$ cat src/rtl/hp_pkg.sv
package hp_pkg;

  typedef enum logic [2:0] {
    ST_ABSENT   = 3'd0,
    ST_DISABLED = 3'd1,
    ST_INIT     = 3'd2,
    ST_FRAMING  = 3'd3,
    ST_ACTIVE   = 3'd4
  } portState_e;

  // control -> datapath
  typedef struct packed {
    logic countInit;
    logic countIdle;
    logic training;
  } ctrlStrobe_t;

  // datapath -> control
  typedef struct packed {
    logic presDb;
    logic enable;
    logic initFirst;
    logic initDone;
    logic idleRunDone;
  } dpFlags_t;

  localparam logic [1:0] ADDR_CTRL   = 2'd0;
  localparam logic [1:0] ADDR_STATUS = 2'd1;
  localparam logic [1:0] ADDR_MASK   = 2'd2;
  localparam logic [1:0] ADDR_PORT   = 2'd3;

  localparam int WR_W = 3;
  localparam int RD_W = 4;

endpackage

$ cat src/rtl/hp_port_datapath.sv
module hp_port_datapath
  import hp_pkg::*;
#(
  parameter int DEB_CYCLES  = 16,
  parameter int INIT_CYCLES = 4,
  parameter int IDLE_RUN    = 8
) (
  input  logic            clk,
  input  logic            rstN,
  input  logic            presRaw,
  input  logic            idleDet,
  input  logic            regWrEn,
  input  logic [1:0]      regAddr,
  input  logic [WR_W-1:0] regWrData,
  input  ctrlStrobe_t     strobe,
  output dpFlags_t        flags,
  output logic [2:0]      ctrlQ,
  output logic [1:0]      maskQ,
  output logic [1:0]      statusQ,
  output logic            irq
);

  localparam int DEB_W  = (DEB_CYCLES  > 1) ? $clog2(DEB_CYCLES)  : 1;
  localparam int INIT_W = (INIT_CYCLES > 1) ? $clog2(INIT_CYCLES) : 1;
  localparam int RUN_W  = (IDLE_RUN    > 1) ? $clog2(IDLE_RUN)    : 1;
  localparam logic [DEB_W-1:0]  DEB_LAST  = DEB_W'(DEB_CYCLES - 1);
  localparam logic [INIT_W-1:0] INIT_LAST = INIT_W'(INIT_CYCLES - 1);
  localparam logic [RUN_W-1:0]  RUN_LAST  = RUN_W'(IDLE_RUN - 1);

  logic [1:0]        syncQ;
  logic              presSync;
  logic [DEB_W-1:0]  debCnt;
  logic              presDbQ;
  logic              presPrevQ;
  logic [INIT_W-1:0] initCnt;
  logic [RUN_W-1:0]  idleRun;
  logic              idlePrevQ;
  logic [1:0]        statusNext;
  logic              wrCtrl, wrStatus, wrMask;

  assign presSync = syncQ[1];

  // presence synchronizer and debounce filter
  always_ff @(posedge clk or negedge rstN) begin
    if (!rstN) begin
      syncQ     <= '0;
      debCnt    <= '0;
      presDbQ   <= 1'b0;
      presPrevQ <= 1'b0;
    end else begin
      syncQ     <= {syncQ[0], presRaw};
      presPrevQ <= presDbQ;
      if (presSync == presDbQ) begin
        debCnt <= '0;
      end else if (debCnt == DEB_LAST) begin
        presDbQ <= presSync;
        debCnt  <= '0;
      end else begin
        debCnt <= debCnt + 1'b1;
      end
    end
  end

  // init timer and idle run counter
  always_ff @(posedge clk or negedge rstN) begin
    if (!rstN) begin
      initCnt   <= '0;
      idleRun   <= '0;
      idlePrevQ <= 1'b0;
    end else begin
      idlePrevQ <= idleDet;
      initCnt   <= strobe.countInit ? initCnt + 1'b1 : '0;
      if (strobe.countIdle && idleDet) begin
        if (idleRun != RUN_LAST) idleRun <= idleRun + 1'b1;
      end else begin
        idleRun <= '0;
      end
    end
  end

  assign wrCtrl   = regWrEn && (regAddr == ADDR_CTRL);
  assign wrStatus = regWrEn && (regAddr == ADDR_STATUS);
  assign wrMask   = regWrEn && (regAddr == ADDR_MASK);

  always_comb begin
    statusNext = statusQ;
    if (wrStatus) statusNext = statusNext & ~regWrData[1:0];
    if (presDbQ != presPrevQ) statusNext[0] = 1'b1;
    if (strobe.training && (idleDet != idlePrevQ)) statusNext[1] = 1'b1;
  end

  always_ff @(posedge clk or negedge rstN) begin
    if (!rstN) begin
      ctrlQ   <= '0;
      maskQ   <= '0;
      statusQ <= '0;
    end else begin
      if (wrCtrl) ctrlQ <= regWrData[2:0];
      if (wrMask) maskQ <= regWrData[1:0];
      statusQ <= statusNext;
    end
  end

  assign irq = |(statusQ & maskQ);

  assign flags.presDb      = presDbQ;
  assign flags.enable      = ctrlQ[0];
  assign flags.initFirst   = (initCnt == '0);
  assign flags.initDone    = (initCnt == INIT_LAST);
  assign flags.idleRunDone = idleDet && (idleRun == RUN_LAST);

endmodule

$ cat src/rtl/hp_port_fsm.sv
module hp_port_fsm
  import hp_pkg::*;
(
  input  logic        clk,
  input  logic        rstN,
  input  dpFlags_t    flags,
  input  logic        rxCtrlSeen,
  input  logic        reqValid,
  output portState_e  stateQ,
  output ctrlStrobe_t strobe,
  output logic        dataOe,
  output logic        syncOe,
  output logic        initStart,
  output logic        reqAbort
);

  portState_e stateNext;
  logic portDown;

  always_comb begin
    stateNext = stateQ;
    if (!flags.presDb) begin
      stateNext = ST_ABSENT;
    end else if (!flags.enable) begin
      stateNext = ST_DISABLED;
    end else begin
      unique case (stateQ)
        ST_ABSENT, ST_DISABLED: stateNext = ST_INIT;
        ST_INIT:    if (flags.initDone)    stateNext = ST_FRAMING;
        ST_FRAMING: if (flags.idleRunDone) stateNext = ST_ACTIVE;
        ST_ACTIVE:  if (rxCtrlSeen)        stateNext = ST_INIT;
        default:    stateNext = ST_ABSENT;
      endcase
    end
  end

  always_ff @(posedge clk or negedge rstN) begin
    if (!rstN) stateQ <= ST_ABSENT;
    else       stateQ <= stateNext;
  end

  assign strobe.countInit = (stateQ == ST_INIT);
  assign strobe.countIdle = (stateQ == ST_FRAMING);
  assign strobe.training  = (stateQ == ST_INIT) || (stateQ == ST_FRAMING);

  assign portDown  = (stateQ == ST_ABSENT) || (stateQ == ST_DISABLED);
  assign dataOe    = !portDown;
  assign syncOe    = (stateQ != ST_ABSENT);
  assign initStart = (stateQ == ST_INIT) && flags.initFirst;
  assign reqAbort  = reqValid && portDown;

endmodule

$ cat src/rtl/hotplug_port_ctl.sv
module hotplug_port_ctl
  import hp_pkg::*;
#(
  parameter int DEB_CYCLES  = 16,
  parameter int INIT_CYCLES = 4,
  parameter int IDLE_RUN    = 8
) (
  input  logic       clk,
  input  logic       rstN,
  input  logic       presRaw,
  input  logic       idleDet,
  input  logic       rxCtrlSeen,
  input  logic       reqValid,
  input  logic       regWrEn,
  input  logic [1:0] regAddr,
  input  logic [2:0] regWrData,
  output logic [3:0] regRdData,
  output logic       dataOe,
  output logic       syncOe,
  output logic       initStart,
  output logic       reqAbort,
  output logic [2:0] portState,
  output logic       irq,
  output logic [1:0] gpioOut
);

  ctrlStrobe_t strobe;
  dpFlags_t    flags;
  portState_e  stateQ;
  logic [2:0]  ctrlQ;
  logic [1:0]  maskQ;
  logic [1:0]  statusQ;

  hp_port_datapath #(
    .DEB_CYCLES (DEB_CYCLES),
    .INIT_CYCLES(INIT_CYCLES),
    .IDLE_RUN   (IDLE_RUN)
  ) dp_i (
    .clk      (clk),
    .rstN     (rstN),
    .presRaw  (presRaw),
    .idleDet  (idleDet),
    .regWrEn  (regWrEn),
    .regAddr  (regAddr),
    .regWrData(regWrData),
    .strobe   (strobe),
    .flags    (flags),
    .ctrlQ    (ctrlQ),
    .maskQ    (maskQ),
    .statusQ  (statusQ),
    .irq      (irq)
  );

  hp_port_fsm fsm_i (
    .clk       (clk),
    .rstN      (rstN),
    .flags     (flags),
    .rxCtrlSeen(rxCtrlSeen),
    .reqValid  (reqValid),
    .stateQ    (stateQ),
    .strobe    (strobe),
    .dataOe    (dataOe),
    .syncOe    (syncOe),
    .initStart (initStart),
    .reqAbort  (reqAbort)
  );

  assign portState = stateQ;
  assign gpioOut   = ctrlQ[2:1];

  always_comb begin
    unique case (regAddr)
      ADDR_CTRL:   regRdData = {1'b0, ctrlQ};
      ADDR_STATUS: regRdData = {2'b00, statusQ};
      ADDR_MASK:   regRdData = {2'b00, maskQ};
      default:     regRdData = {flags.presDb, stateQ};
    endcase
  end

endmodule

$ cat config.mk
export PLATFORM = sky130hd
export DESIGN_NAME = hotplug_port_ctl
export DESIGN_NICKNAME = d
export VERILOG_FILES = /design/src/rtl/hp_pkg.sv /design/src/rtl/hp_port_datapath.sv /design/src/rtl/hp_port_fsm.sv /design/src/rtl/hotplug_port_ctl.sv
export SDC_FILE = /design/constraint.sdc
export NUM_CORES = 1
export LEC_CHECK = 0
export BUFFER_PORTS_ARGS = -buffer_cell sky130_fd_sc_hd__buf_2
export CORE_MARGIN = 4
export CORE_UTILIZATION = 56
export CTS_CLUSTER_SIZE = 8
export DETAILED_ROUTE_END_ITERATION = 10
export GPL_TIMING_DRIVEN = 0
export PLACE_DENSITY = 0.82
export SLEW_MARGIN = 5
export SYNTH_ARGS = -nofsm -noshare
export SYNTH_HDL_FRONTEND = slang
export SYNTH_SLANG_ARGS = --single-unit
$ cat constraint.sdc
create_clock -name clk -period 3.3 [get_ports clk]
set_input_delay 0.99 -clock clk [delete_from_list [all_inputs] [get_ports clk]]
set_output_delay 0.99 -clock clk [all_outputs]
set_load 0.005 [all_outputs]
==> results of run 1 <==
-- metrics by stage --
step / instance area [sq um] / hold WS [ps] / instances / setup slack (ps)
after floorplan: 1190 / 331 / 102 / 717
after global placement: 1340 / 335 / 152 / 590
after detailed placement: 1340 / 337 / 152 / 584
after CTS: 1390 / 368 / 156 / 584
after global routing: 1390 / 399 / 156 / 555
final: 1390 / 366 / 156 / 586
-- sequential cells by signal, summed over array words and instances, names as in the netlist --
signal and cells:
dp_i.presPrevQ 1, dp_i.presDbQ 1, dp_i.maskQ 2, dp_i.idlePrevQ 1, dp_i.ctrlQ 3, dp_i.statusQ 2, dp_i.debCnt 4, dp_i.syncQ 2
dp_i.initCnt 2, dp_i.idleRun 3, fsm_i.stateQ 3
-- layout make-up --
class / instances / share of cell area, %
sequential: 24 / 43.3
multi-input combinational: 66 / 36.7
timing repair buffer: 23 / 8.30
buffer: 6 / 3.88
tap: 27 / 2.43
clock inverter: 1 / 2.16
clock buffer: 3 / 1.62
inverter: 6 / 1.62
-- worst reg2reg max path, cell delays in order (launching register included) --
cell and delay [ps]:
dfrtp_1 420, ha_1 210, ha_1 200, buf_6 130, a31o_1 210, a221oi_2 240
-- cell usage in the layout, fill, tap and decap left out, types with 3 or more instances in the layout --
master    count
buf_2        24
dfrtp_1      24
mux2_2        4
ha_1          5
nand2_1       6
buf_6         3
clkbuf_4      3
nor2_1        8
nand3_1       4
inv_1         6
xnor2_1       4
o21ai_0       6
-- kinds of logic (layout without fill, tap and decap cells) --
logic type,count (synthesis),after routing
AO/OA/AOI/OAI,14,14
XOR/XNOR,5,5
buffers and inverters,12,39
adder cells (fa/ha/maj),5,5
multiplexers,8,8
flip-flops,24,24
AND/OR/NAND/NOR,34,34
-- worst paths after layout --
| check | start | endpoint | slack [ps] | depth (start not counted) |
|---|---|---|---|---|
| worst max-delay path | regAddr[1] | regRdData[0] | 590 | 3 |
| worst min-delay path | dp_i.syncQ[0] | dp_i.syncQ[1] | 370 | 0 |
| worst max register to register | dp_i.idleRun[0] | fsm_i.stateQ[1] | 1810 | 5 |
| worst min register to register | dp_i.syncQ[0] | dp_i.syncQ[1] | 370 | 0 |
| max in group asynchronous | rstN | dp_i.statusQ[0] | 2330 | 1 |
| min in group asynchronous | rstN | dp_i.ctrlQ[1] | 620 | 1 |
-- power by group through the flow --
stage / Combinational, mW / Sequential [mW] / Clock [mW]
6_report: 0.0685 / 0.325 / 0.216
5_1_grt: 0.0765 / 0.328 / 0.230
4_1_cts: 0.0700 / 0.326 / 0.218
3_5_place_dp: 0.0694 / 0.332 / 0
3_3_place_gp: 0.0670 / 0.330 / 0
2_1_floorplan: 0.0426 / 0.327 / 0
-- routing by layer --
metal / global-route usage [%] / wire length, microns
met1: 20.6 / 867
met2: 27.8 / 1020
met3: 3.60 / 163
met4: 8.71 / 46
met5: 0 / 0
==> results.cfg, run 1 <==
[run_status]
status = complete, no violations

[critical_path]
worstSetupPathType = input port to output port
worstPathRequired_ps = 2310
crit_buf_inv = 2
cp.arrival_ps = 1720
cp_max_fo = 8
cp-start-kind = input port
critPathCaptureType = output port
crit_path_top_delay_cell = mux4_2
path_cells = buf_6 > mux4_2 > buf_2
crit_family = multiplexers
critPathMaxStageDelay_ps = 490

[layout]
num_antenna_cells = 0
drive_gt1_share_pct = 34.1
nets = 147
multi_input_area_sq_um = 509
fin_util_pct = 70.0
fillers = 137
register_area_sq_um = 601
area_delta_synth_final_pct = 17.0

[sta]
fin_crit_sh_pct = 82.2
slew_headroom_pct = 64.6
clock_skew_ps = 0.807
grt_setup_unrepaired = no
setup_viol = 0
drv_slew = 0
period_needed_ps = 2710
finalHoldViolations = 0
tns_ps = 0
worst_pin_slew_ps = 532
fmax_mhz = 368

[clocking]
cts_made_buffers = 3
postCtsResizedCells = 0
tritoncts = done
cts_max_level = 1
cts.clk_slew.worst_paths_ps = 130
cts_root_buf = clkbuf_4
clock_path_buffers = 2
clock_latency_ps = 320
cts_setup_buffers = 0
cts_sinks = 24
cts_hold_buf = 0

[synth]
syn_area_sq_um = 1190
ys_seq_elements = 24
synth-simple-area-share_pct = 16.6
synth_compound_gate_area_share_pct = 8.12
synth_xor_area_share_pct = 3.69
muxShareOfSynthArea_pct = 9.28
ys.flop_type = dfrtp_1
avgSynthCellArea_sq_um = 11.6
synth_top_family_by_area = simple AND/OR/NAND/NOR gates
syn_nets = 119
syn_inst = 102
synth_top_cell_area_share_pct = 50.6
synthArstFlopShare_pct = 100
yosysMostFrequentCell = dfrtp_1
synth_cell_types = 35
synth_area_leaders = dfrtp_1 (51%), ha_1 (5.3%), mux2_2 (3.8%), mux4_2 (3.8%), xnor2_1 (3.0%)
synthAdderAreaFrac_pct = 5.27
seq_area_frac_synth_pct = 50.6
synth_largest_area_cell = dfrtp_1
synth_warnings = 0
synth-edff-count = 0
netlist_top_cells_count = dfrtp_1 (24), nor2_1 (8), inv_1 (6), nand2_1 (6), o21ai_0 (6)

[place]
dpl.hpwl_microns = 1580
gp_congestion = 0.747
port-buffer-count = 23

[power_and_ir_drop]
pwr-share-comb_pct = 11.2
power_density_nw_per_um2 = 440
power_frac_seq_pct = 53.3
switchingPower_mw = 0.136
p_total_mw = 0.610
p_clk_share_pct = 35.5
p_leak_nw = 0.706
p_sw_share_pct = 22.4
p_int_mw = 0.474
ir_worst_vdd_mv = 0.304

[detailed_routing]
ant_nets = 0
drc = 0
vias_per_cell = 5.37
drt-initial-drc-count = 8
vias = 837
drt-total-wl_microns = 2090
routedWlPerCell_microns = 13.4
firstDrtPassIters = 4

[floorplan]
die-area_sq_um = 2920
io_pins = 26
num_rows = 16
fp.dieH_microns = 54.0
core_area_sq_um = 1980
die_x_microns = 54.0
start_util_pct = 59.8

[global_routing]
grt_max_degree = 25
grt_use_total_pct = 16.9
grt_pass1_wl_microns = 3480
antenna_found_initial = 0
grt.overflow.total = 0
grt_pass1_vias = 810

[run]
cap_violations = 0

[min_path]
hp-class = flop to flop
Power figures use the tool's default switching activity.
==> run 2, diff against run 1 <==
--- a/config.mk
+++ b/config.mk
@@ -5,13 +5,14 @@
 export SDC_FILE = /design/constraint.sdc
 export NUM_CORES = 1
 export LEC_CHECK = 0
+export ABC_AREA = 1
 export BUFFER_PORTS_ARGS = -buffer_cell sky130_fd_sc_hd__buf_2
 export CORE_MARGIN = 4
-export CORE_UTILIZATION = 56
+export CORE_UTILIZATION = 52
 export CTS_CLUSTER_SIZE = 8
 export DETAILED_ROUTE_END_ITERATION = 10
 export GPL_TIMING_DRIVEN = 0
-export PLACE_DENSITY = 0.82
+export PLACE_DENSITY = 0.77
 export SLEW_MARGIN = 5
 export SYNTH_ARGS = -nofsm -noshare
 export SYNTH_HDL_FRONTEND = slang
==> constraint.sdc (replaced) <==
create_clock -name clk -period 2.8 [get_ports clk]
set_input_delay 0.84 -clock clk [delete_from_list [all_inputs] [get_ports clk]]
set_output_delay 0.84 -clock clk [all_outputs]
set_load 0.005 [all_outputs]
==> run 2 against run 1 <==
- cell count increased by 24%
- global-route usage decreased by 1.2 points
- register-to-register slack got worse by 380 ps
==> results.cfg, run 2 <==
[place]
port-buffer-count = 25
dp.cells = 190
dpl.hpwl_microns = 1790
gp_congestion = 0.856

[critical_path]
r2r-end = fsm_i.stateQ[0]
cp-start-kind = input port
critPathCaptureType = output port
worstSetupPathType = input port to output port
crit_buf_inv = 2
crit_family = buffers and inverters
ff2ff_path_depth = 8
crit_path_top_delay_cell = nor2_4
cp.arrival_ps = 1440
reg2reg_slack_ps = 1430
worstPathRequired_ps = 1960
critical_path.most_common_cell = buf_2
r2r_start = dp_i.idleRun[0]
cp_max_fo = 6
path_cells = buf_2 > nor2_4 > nand2_1 > o21ai_0 > buf_2
critPathMaxStageDelay_ps = 180

[run_status]
status = complete, no violations

[floorplan]
core_area_sq_um = 2190
die_x_microns = 55.7
start_util_pct = 54.0
num_rows = 17
fp.dieH_microns = 55.7
io_pins = 26
die-area_sq_um = 3100

[layout]
layout_commonest_cell = nand2_1
area_delta_synth_final_pct = 16.6
nets = 184
register_area_sq_um = 601
fillers = 190
layout_common_cells = nand2_1 (28), buf_2 (25), dfrtp_1 (24)
largest_register_ffs = 4
final_cells = 194
multi_input_area_sq_um = 484
drive_gt1_share_pct = 23.5
num_antenna_cells = 0
regMostFlops = dp_i.debCnt

[clocking]
cts_root_buf = clkbuf_4
clock_path_buffers = 2
tritoncts = done
cts_sinks = 24
postCtsResizedCells = 0
cts_max_level = 1
cts_made_buffers = 3
cts.clk_slew.worst_paths_ps = 120
clock_latency_ps = 310
cts_setup_buffers = 0
cts_hold_buf = 0

[synth]
synth_warnings = 0
synth_largest_area_cell = dfrtp_1
syn_area_sq_um = 1180
synth_area_leaders = dfrtp_1 (51%), nand2_1 (8.9%), inv_1 (7.0%), nand3_1 (5.9%), ha_1 (5.3%)
ys.flop_type = dfrtp_1
synthArstFlopShare_pct = 100
syn_nets = 154
netlist_top_cells_count = nand2_1 (28), dfrtp_1 (24), inv_1 (22)
syn_inst = 137
yosysMostFrequentCell = nand2_1
seq_area_frac_synth_pct = 50.8
avgSynthCellArea_sq_um = 8.63
synth_top_cell_area_share_pct = 50.8
synth-edff-count = 0
ys_seq_elements = 24
synth_cell_types = 20

[sta]
setup_viol = 0
tns_ps = 0
worst_pin_slew_ps = 517
drv_slew = 0
period_needed_ps = 2280
slew_headroom_pct = 65.5
fmax_mhz = 438
finalHoldViolations = 0
grt_setup_unrepaired = no
fin_crit_sh_pct = 81.5
clock_skew_ps = 4.30

[detailed_routing]
firstDrtPassIters = 4
drt-initial-drc-count = 34
routedWlPerCell_microns = 11.6
drc = 0
drt-total-wl_microns = 2250
vias = 966
vias_per_cell = 4.98
ant_nets = 0

[min_path]
hp-class = flop to flop
whs_endpoint = dp_i.syncQ[1]
hold_start = dp_i.syncQ[0]
min_path_cells = 0

[power_and_ir_drop]
power_frac_seq_pct = 60.1
power_density_nw_per_um2 = 460
p_sw_share_pct = 24.1
p_clk_share_pct = 28.2
ir_worst_vdd_mv = 0.253
p_int_mw = 0.482
p_leak_nw = 0.768
pwr-share-comb_pct = 11.6
switchingPower_mw = 0.153

[global_routing]
grt_max_degree = 25
grt_pass1_wl_microns = 3860
grt_pass1_vias = 966
grt.overflow.total = 0
antenna_found_initial = 0
grt_use_total_pct = 15.6

[run]
cap_violations = 0
[run 2: changes by cell type in the layout (fill, tap and decap cells not counted), moves of 3 or more]
cell / before / now
nand3_1: 4 / 14
nor2_1: 8 / 13
mux2_2: 4 / 0
nand2_1: 6 / 28
inv_1: 6 / 22
buf_6: 3 / 0
o21ai_0: 6 / 10
nor2_2: 0 / 3
[run 2: worst register-to-register path, cell delays in order (launching register included)]
cell and delay [ps]:
dfrtp_1 420, ha_1 210, ha_1 220, nand2_1 80, nand2_1 80, nand3_1 110, nand2_1 60, nand2_1 50
nand2_1 40
[run 2: worst max-delay path by stage]
stage,startpoint,end,slack (ps),cells past startpoint
after floorplan,regAddr[1],regRdData[0],840,3
after global placement,regAddr[1],regRdData[1],560,5
after detailed placement,regAddr[1],regRdData[2],520,5
after CTS,regAddr[1],regRdData[2],520,5
after global routing,regAddr[1],regRdData[0],480,5
final,regAddr[1],regRdData[2],520,5
[run 2: through the flow]
stage	total power, mW	worst slack (ps)	area [sq um]	hold slack [ps]	utilization [%]
after floorplan	0.425	839	1180	331	-
after global placement	0.459	561	1340	333	61.3
after detailed placement	0.463	521	1340	338	61.3
after CTS	0.643	520	1380	367	62.9
after global routing	0.667	481	1380	388	62.9
final	0.634	519	1380	363	62.9
[run 2: power groups by stage]
stage	clock, mW	combinational [mW]	sequential, mW
6_report	0.179	0.0739	0.382
5_1_grt	0.197	0.0845	0.385
4_1_cts	0.186	0.0754	0.382
3_5_place_dp	0	0.0752	0.388
3_3_place_gp	0	0.0724	0.386
2_1_floorplan	0	0.0412	0.384
[run 2: cell type report]
cell class	instances	share of cell area, %
Sequential cell	24	43.6
Multi-Input combinational cell	89	35.1
Timing Repair Buffer	25	9.07
Inverter	22	5.99
Clock buffer	4	2.63
Tap cell	28	2.54
Buffer	2	1.09
[run 2: per-layer routing]
layer / track usage (%) / up-vias / wire, microns
met2: 28.2 / 31 / 1150
met4: 7.29 / 0 / 44
met3: 3.71 / 5 / 138
met5: 0 / - / 0
li1: - / 490 / -
met1: 17.1 / 440 / 912
[run 2: cell families (layout without fill, tap and decap cells)]
| family | count (synthesis) | after routing | synth area share [%] |
|---|---|---|---|
| xor+xnor | 4 | 4 | 2.96 |
| buf+inv | 24 | 53 | 8.25 |
| mux | 1 | 1 | 1.27 |
| fa+ha+maj | 5 | 5 | 5.29 |
| simple gates | 64 | 64 | 24.6 |
| flops | 24 | 24 | 50.8 |
| compound gates | 15 | 15 | 6.88 |
